**config.mk**
```make
export PLATFORM = sky130hd
export DESIGN_NAME = refresh_sched
export DESIGN_NICKNAME = d
export VERILOG_FILES = /design/src/rtl/refsch_pkg.sv /design/src/rtl/refsch_sync_edge.sv /design/src/rtl/refsch_arb.sv /design/src/rtl/refsch_seq.sv /design/src/rtl/refsch_addr.sv /design/src/rtl/refresh_sched.sv
export SDC_FILE = /design/constraint.sdc
export NUM_CORES = 1
export LEC_CHECK = 0
export ABC_AREA = 1
export BUFFER_PORTS_ARGS = -buffer_cell sky130_fd_sc_hd__buf_4
export CORE_MARGIN = 8
export CORE_UTILIZATION = 35
export CTS_BUF_LIST = sky130_fd_sc_hd__clkbuf_4
export CTS_CLUSTER_SIZE = 10
export DETAILED_ROUTE_END_ITERATION = 7
export PLACE_DENSITY_LB_ADDON = 0.2
export SLEW_MARGIN = 15
export SYNTH_ARGS = -nofsm -noshare
export SYNTH_HDL_FRONTEND = slang
export SYNTH_SLANG_ARGS = --single-unit
```
**constraint.sdc**
```tcl
create_clock -name clk -period 5.4 [get_ports clk]
set_input_delay 0.54 -clock clk [delete_from_list [all_inputs] [get_ports clk]]
set_output_delay 0.54 -clock clk [all_outputs]
set_load 0.01 [all_outputs]
```
**src/rtl/refsch_pkg.sv**
```systemverilog
package refsch_pkg;
  typedef enum logic [1:0] {
    GNT_NONE = 2'd0,
    GNT_REF  = 2'd1,
    GNT_CMD  = 2'd2,
    GNT_SER  = 2'd3
  } gnt_kind_e;
endpackage

```
**src/rtl/refsch_sync_edge.sv**
```systemverilog
module refsch_sync_edge #(
  parameter int STAGES = 2
) (
  input  logic clk,
  input  logic rst_n,
  input  logic pin,
  output logic fall
);
  localparam int DEPTH = STAGES + 1;
  logic [DEPTH-1:0] q;

  for (genvar g = 0; g < DEPTH; g++) begin : g_stage
    logic d;
    if (g == 0) begin : g_first
      assign d = pin;
    end else begin : g_rest
      assign d = q[g-1];
    end
    always_ff @(posedge clk or negedge rst_n) begin
      if (!rst_n) q[g] <= 1'b1;
      else        q[g] <= d;
    end
  end

  assign fall = q[DEPTH-1] & ~q[DEPTH-2];
endmodule

```
**src/rtl/refsch_arb.sv**
```systemverilog
module refsch_arb
  import refsch_pkg::*;
#(
  parameter int NSER = 3
) (
  input  logic            en,
  input  logic            ref_req,
  input  logic            cmd_req,
  input  logic [NSER-1:0] ser_req,
  output logic            ref_go,
  output logic            cmd_gnt,
  output logic [NSER-1:0] ser_gnt
);
  gnt_kind_e       kind;
  logic [NSER-1:0] ser_pick;
  logic            found;

  always_comb begin
    kind = GNT_NONE;
    if (en) begin
      if (ref_req)      kind = GNT_REF;
      else if (cmd_req) kind = GNT_CMD;
      else if (|ser_req) kind = GNT_SER;
    end
  end

  always_comb begin
    ser_pick = '0;
    found    = 1'b0;
    for (int i = 0; i < NSER; i++) begin
      if (ser_req[i] && !found) begin
        ser_pick[i] = 1'b1;
        found       = 1'b1;
      end
    end
  end

  assign ref_go  = (kind == GNT_REF);
  assign cmd_gnt = (kind == GNT_CMD);
  assign ser_gnt = (kind == GNT_SER) ? ser_pick : '0;
endmodule

```
**src/rtl/refsch_seq.sv**
```systemverilog
module refsch_seq #(
  parameter int SVC_CYC = 25,
  parameter int TMO_CYC = 16
) (
  input  logic clk,
  input  logic rst_n,
  input  logic start,
  input  logic ack,
  output logic busy,
  output logic strb,
  output logic ack_done,
  output logic abort
);
  localparam int CW = $clog2(SVC_CYC);
  localparam int WW = $clog2(TMO_CYC);
  localparam logic [CW-1:0] CNT_LAST = CW'(SVC_CYC - 1);
  localparam logic [WW-1:0] WAIT_LAST = WW'(TMO_CYC - 1);

  logic          busy_q, busy_d;
  logic          strb_q, strb_d;
  logic [CW-1:0] cnt_q, cnt_d;
  logic [WW-1:0] wcnt_q, wcnt_d;
  logic          cnt_en, wcnt_en;

  assign ack_done = strb_q & ack;
  assign abort    = strb_q & ~ack & (wcnt_q == WAIT_LAST);

  always_comb begin
    busy_d  = busy_q;
    strb_d  = strb_q;
    cnt_d   = cnt_q;
    wcnt_d  = wcnt_q;
    cnt_en  = 1'b0;
    wcnt_en = 1'b0;
    if (start) begin
      busy_d  = 1'b1;
      strb_d  = 1'b1;
      cnt_d   = '0;
      wcnt_d  = '0;
      cnt_en  = 1'b1;
      wcnt_en = 1'b1;
    end else begin
      if (busy_q) begin
        cnt_en = 1'b1;
        if (cnt_q == CNT_LAST) busy_d = 1'b0;
        else                   cnt_d  = cnt_q + 1'b1;
      end
      if (strb_q) begin
        wcnt_en = 1'b1;
        if (ack_done || abort) strb_d = 1'b0;
        else                   wcnt_d = wcnt_q + 1'b1;
      end
    end
  end

  always_ff @(posedge clk or negedge rst_n) begin
    if (!rst_n) begin
      busy_q <= 1'b0;
      strb_q <= 1'b0;
    end else begin
      busy_q <= busy_d;
      strb_q <= strb_d;
    end
  end

  always_ff @(posedge clk or negedge rst_n) begin
    if (!rst_n)      cnt_q <= '0;
    else if (cnt_en) cnt_q <= cnt_d;
  end

  always_ff @(posedge clk or negedge rst_n) begin
    if (!rst_n)       wcnt_q <= '0;
    else if (wcnt_en) wcnt_q <= wcnt_d;
  end

  assign busy = busy_q;
  assign strb = strb_q;
endmodule

```
**src/rtl/refsch_addr.sv**
```systemverilog
module refsch_addr #(
  parameter int AW = 16
) (
  input  logic          clk,
  input  logic          rst_n,
  input  logic          load,
  input  logic [AW-1:0] base_in,
  input  logic [AW-1:0] lim_in,
  input  logic          adv,
  output logic [AW-1:0] addr
);
  logic [AW-1:0] addr_q, addr_d;
  logic [AW-1:0] base_q, lim_q;
  logic          addr_en;

  always_comb begin
    addr_en = load | adv;
    if (load)                 addr_d = base_in;
    else if (addr_q == lim_q) addr_d = base_q;
    else                      addr_d = addr_q + 1'b1;
  end

  always_ff @(posedge clk or negedge rst_n) begin
    if (!rst_n)       addr_q <= '0;
    else if (addr_en) addr_q <= addr_d;
  end

  always_ff @(posedge clk or negedge rst_n) begin
    if (!rst_n) begin
      base_q <= '0;
      lim_q  <= '1;
    end else if (load) begin
      base_q <= base_in;
      lim_q  <= lim_in;
    end
  end

  assign addr = addr_q;
endmodule

```
**src/rtl/refresh_sched.sv**
```systemverilog
module refresh_sched #(
  parameter int AW      = 16,
  parameter int NSER    = 3,
  parameter int SVC_CYC = 25,
  parameter int TMO_CYC = 16
) (
  input  logic            clk,
  input  logic            rst_n,
  input  logic            trig_in,
  input  logic            bus_exc,
  input  logic [NSER-1:0] ser_req,
  input  logic            cmd_req,
  input  logic            cfg_load,
  input  logic [AW-1:0]   cfg_base,
  input  logic [AW-1:0]   cfg_limit,
  input  logic            bus_ack,
  output logic [AW-1:0]   bus_addr,
  output logic            bus_strb,
  output logic            bus_rw,
  output logic            bus_abort,
  output logic [NSER-1:0] ser_gnt,
  output logic            cmd_gnt,
  output logic            ref_busy,
  output logic            overrun
);
  logic rst_s1, rst_int_n;
  logic fall, ref_go, busy, strb, ack_done;
  logic pend_q, pend_d, ovr_q, ovr_d;

  always_ff @(posedge clk or negedge rst_n) begin
    if (!rst_n) begin
      rst_s1    <= 1'b0;
      rst_int_n <= 1'b0;
    end else begin
      rst_s1    <= 1'b1;
      rst_int_n <= rst_s1;
    end
  end

  refsch_sync_edge #(.STAGES(2)) u_edge (
    .clk(clk), .rst_n(rst_int_n), .pin(trig_in), .fall(fall)
  );

  refsch_arb #(.NSER(NSER)) u_arb (
    .en(~busy), .ref_req(pend_q & ~bus_exc), .cmd_req(cmd_req),
    .ser_req(ser_req), .ref_go(ref_go), .cmd_gnt(cmd_gnt), .ser_gnt(ser_gnt)
  );

  refsch_seq #(.SVC_CYC(SVC_CYC), .TMO_CYC(TMO_CYC)) u_seq (
    .clk(clk), .rst_n(rst_int_n), .start(ref_go), .ack(bus_ack),
    .busy(busy), .strb(strb), .ack_done(ack_done), .abort(bus_abort)
  );

  refsch_addr #(.AW(AW)) u_addr (
    .clk(clk), .rst_n(rst_int_n), .load(cfg_load), .base_in(cfg_base),
    .lim_in(cfg_limit), .adv(ack_done), .addr(bus_addr)
  );

  always_comb begin
    pend_d = pend_q;
    if (ref_go)                         pend_d = 1'b0;
    else if (fall && !pend_q && !busy)  pend_d = 1'b1;
    ovr_d = ovr_q;
    if (cfg_load)                       ovr_d = 1'b0;
    else if (fall && (pend_q || busy))  ovr_d = 1'b1;
  end

  always_ff @(posedge clk or negedge rst_int_n) begin
    if (!rst_int_n) begin
      pend_q <= 1'b0;
      ovr_q  <= 1'b0;
    end else begin
      pend_q <= pend_d;
      ovr_q  <= ovr_d;
    end
  end

  assign ref_busy = busy;
  assign bus_strb = strb;
  assign bus_rw   = strb;
  assign overrun  = ovr_q;
endmodule

```
==> reports/summary.md <==
## Logic synthesis
* 553 — syn nets
* 30 — number of distinct library cells after synthesis
* 45.08% — proportion of synthesized chip area in sequential cells
* 66 — post-synthesis sequential element count
* 7.330 sq um — average cell area after synthesis
* 507 — synthesized netlist cell count
* 0.003716 sq mm — total standard cell area after synthesis
* 0 — Syn. warnings

## Global routing
* 0 — number of antenna violations at the first check in global routing
* 3439 — number of global-route vias before repair
* 69 — maximum number of pins on one net before global-route repair
* 0 — remaining global-route overflow
* 13.91% — Overall Global Routing Usage
* 16350 microns — global-route wire length before repair

## Floorplanning
* 0.01032 sq mm — total core area
* 37 — number of standard-cell rows in the floorplan
* 119.0 microns — Die Y-Extent
* 119.0 microns — Die X
* 36.00% — starting utilization of the core area
* 0.01417 sq mm — area of the die
* 67 — io pins

## STA
* 0 — Final Setup Violations
* 0.02437 ns — post-route clock skew
* 45.54% — relative slew slack
* 2.271 ns — shortest period the worst path allows
* 42.05% — final cycle utilization of the critical path
* false — setup repair after global routing missed its margin
* 0.8169 ns — transition time at the pin with the least slew margin
* 0 ns — final total negative setup slack
* 0 — max-slew violations
* 440.3 MHz — highest attainable clock frequency
* 0 — Hold Fails Final Rpt

## Clocking
* 9 — number of buffers added by the clock tree synthesis step
* 0 — Gates resized, CTS repair
* sky130_fd_sc_hd__clkbuf_4 — Root Buffer Master
* 0.42 ns — clock network latency to the later pin of the worst-skew pair
* 2 — number of buffers on the longest clock path
* 66 — Sink Count
* done — clock tree from TritonCTS
* 0.11 ns — clock edge transition at the registers on the reported setup and hold paths
* 3 — count of H-tree levels built during CTS

## Layout
* 712 — count of placed standard cells in the final layout, fillers left out
* 0 — antenna cell count
* 617 — Final #Nets
* sky130_fd_sc_hd__nand2_1, sky130_fd_sc_hd__inv_1, sky130_fd_sc_hd__buf_4 — highest-count cells in the layout ignoring fill and taps
* 20.54% — Syn-to-layout area delta
* sky130_fd_sc_hd__nand2_1 — most common cell after layout, fill and taps aside
* 24.48% — share of layout cells above drive strength 1

## Outcome
* completed — outcome

## Worst setup path
* 21 — top fanout value on the critical path
* flop — element type at the critical path start
* 2.57 ns — Arr. time, crit path
* flop to flop — Worst Path Class, Setup
* 5.70 ns — Critical Path RT
* flop — type of element capturing the critical path

## Drt
* 4.618 — routed vias/inst
* 4 — iteration count of the initial detailed-routing pass
* 0 — remaining antenna violation count
* 3288 — Via Count
* 136 — Detailed Route Iter0 Violations
* 9326 microns — total wire length after detailed routing
* 13.10 microns — Avg WL per Cell
* 0 — remaining design rule violation count

## Place
* 6820 microns — Detail Placement HPWL
* 695 — Placed Cells incl. Taps
* 0.7844 — placer congestion estimate
* 66 — count of buffers from port buffering

## Power
* 369.6 mW/mm^2 — power density over the cells
* 2.342 nW — leak pwr
* 0.0001847 V — VDD IR max

## Flow run
* 0 — Max-Cap Viols

## Worst hold path
* primary input to flop — type of the most critical hold path

metal layers:
| layer | track usage [%] | wire length [microns] |
|---|---|---|
| met5 | 0 | 0 |
| met1 | 17.18 | 4378 |
| met2 | 22.51 | 4307 |
| met4 | 3.399 | 100 |
| met3 | 5.149 | 539 |
final cells by class:
type | instances | area (sq um)
well taps | 136 | 170.2
flip-flops and latches | 66 | 1677
fillers | 1094 | 5844
inverters | 79 | 296.5
repair buffers | 68 | 513.0
multi-input cells | 347 | 1662
clock inverters | 3 | 63.81
clock buffers | 13 | 97.59
what timing repair did:
item,CTS,global route
buffers inserted,0,0
hold buffers,1,0
hold endpoints to repair,2,0
worst paths after layout:
| path | from | to | slack [ns] | cells past startpoint |
|---|---|---|---|---|
| max | u_addr.lim_q[6]$_DFFE_PN1P_ | u_addr.addr[4]$_DFFE_PN0P_ | 3.13 | 11 |
| min | trig_in | u_edge.g_stage[1].d$_DFF_PN1_ | 0.22 | 1 |
| max reg2reg | u_addr.lim_q[6]$_DFFE_PN1P_ | u_addr.addr[4]$_DFFE_PN0P_ | 3.13 | 11 |
| min reg2reg | u_edge.g_stage[1].d$_DFF_PN1_ | u_edge.g_stage[2].d$_DFF_PN1_ | 0.36 | 0 |
| max in group asynchronous | rst_int_n$_DFF_PN0_ | u_addr.base_q[6]$_DFFE_PN0P_ | 4.41 | 1 |
| min in group asynchronous | rst_n | rst_int_n$_DFF_PN0_ | 0.42 | 2 |
Yosys cell counts:
| cell type | instances | area share (%) |
|---|---|---|
| sky130_fd_sc_hd__nand2_1 | 159 | 16 |
| sky130_fd_sc_hd__inv_1 | 68 | 6.9 |
| sky130_fd_sc_hd__nor2_1 | 49 | 4.9 |
| sky130_fd_sc_hd__dfrtp_1 | 47 | 32 |
| sky130_fd_sc_hd__o21ai_0 | 38 | 5.1 |
| sky130_fd_sc_hd__nand3_1 | 30 | 4.0 |
| sky130_fd_sc_hd__dfstp_2 | 19 | 13 |
| sky130_fd_sc_hd__inv_2 | 9 | 0.91 |
| sky130_fd_sc_hd__nand2_2 | 9 | 1.5 |
| sky130_fd_sc_hd__xor2_1 | 9 | 2.1 |
| sky130_fd_sc_hd__a21oi_2 | 8 | 1.9 |
| sky130_fd_sc_hd__nor3_1 | 8 | 1.1 |
| sky130_fd_sc_hd__a21oi_1 | 7 | 0.94 |
| sky130_fd_sc_hd__nand3_2 | 7 | 1.9 |
| sky130_fd_sc_hd__buf_2 | 6 | 0.81 |
| sky130_fd_sc_hd__clkbuf_1 | 6 | 0.61 |
| sky130_fd_sc_hd__nand4_1 | 5 | 0.84 |
| sky130_fd_sc_hd__ha_1 | 4 | 1.3 |
| sky130_fd_sc_hd__nor4_1 | 3 | 0.51 |
| sky130_fd_sc_hd__o21bai_2 | 3 | 0.91 |
| sky130_fd_sc_hd__buf_6 | 2 | 0.61 |
| sky130_fd_sc_hd__clkinv_1 | 2 | 0.20 |
| sky130_fd_sc_hd__nor2_2 | 2 | 0.34 |
| sky130_fd_sc_hd__a22oi_1 | 1 | 0.20 |
| sky130_fd_sc_hd__a31oi_1 | 1 | 0.17 |
| sky130_fd_sc_hd__buf_4 | 1 | 0.20 |
| sky130_fd_sc_hd__conb_1 | 1 | 0.10 |
| sky130_fd_sc_hd__nor2_4 | 1 | 0.30 |
| sky130_fd_sc_hd__nor3b_1 | 1 | 0.20 |
| sky130_fd_sc_hd__o21a_1 | 1 | 0.20 |
kinds of logic after synthesis:
logic type               count (synthesis)  share of synthesized area, %
AO/OA/AOI/OAI                           59                         9.428
adder cells (fa/ha/maj)                  4                         1.347
buffers and inverters                   94                         10.20
XOR/XNOR                                 9                         2.121
flip-flops                              66                         45.08
other                                    1                        0.1009
AND/OR/NAND/NOR                        274                         31.72
worst max-delay path, stage by stage (launching register included):
cell	delay (ns)
sky130_fd_sc_hd__dfstp_2	0.55
sky130_fd_sc_hd__inv_1	0.05
sky130_fd_sc_hd__nand2_1	0.05
sky130_fd_sc_hd__nand2_1	0.05
sky130_fd_sc_hd__nor2_1	0.16
sky130_fd_sc_hd__nand2_1	0.09
sky130_fd_sc_hd__nor2_2	0.36
sky130_fd_sc_hd__nand2_2	0.44
sky130_fd_sc_hd__nand3_1	0.18
sky130_fd_sc_hd__nand3_1	0.09
sky130_fd_sc_hd__nand2_1	0.07
sky130_fd_sc_hd__nand2_1	0.07
registers in the layout, indices dropped and copies added, names as in the netlist:
register	count
u_edge.g_stage.d	2
u_edge.q	1
u_addr.addr	16
u_seq.strb	1
pend_q	1
u_seq.cnt_q	5
u_addr.base_q	16
overrun	1
u_seq.wcnt_q	4
rst_int_n	1
u_seq.busy	1
rst_s1	1
u_addr.lim_q	16
metrics by stage:
stage | util, % | total power, W | setup WS [ns] | hold WS [ns] | instance area (sq um)
3_3_place_gp | 41.73 | 0.001268 | 2.862 | 0.3235 | 4308
3_5_place_dp | 41.73 | 0.001285 | 2.844 | 0.3240 | 4308
2_1_floorplan | - | 0.001073 | 3.459 | 0.2444 | 3716
4_1_cts | 43.39 | 0.001678 | 3.129 | 0.1961 | 4479
6_report | 43.39 | 0.001656 | 3.129 | 0.2249 | 4479
5_1_grt | 43.39 | 0.001797 | 2.831 | 0.1748 | 4479
power breakdown:
group / internal (W) / total [W] / switching (W)
Clock: 0.000208 / 0.000386 / 0.000178
Combinational: 0.000232 / 0.000552 / 0.000320
Sequential: 0.000601 / 0.000718 / 0.000117
Power figures use the tool's default switching activity.
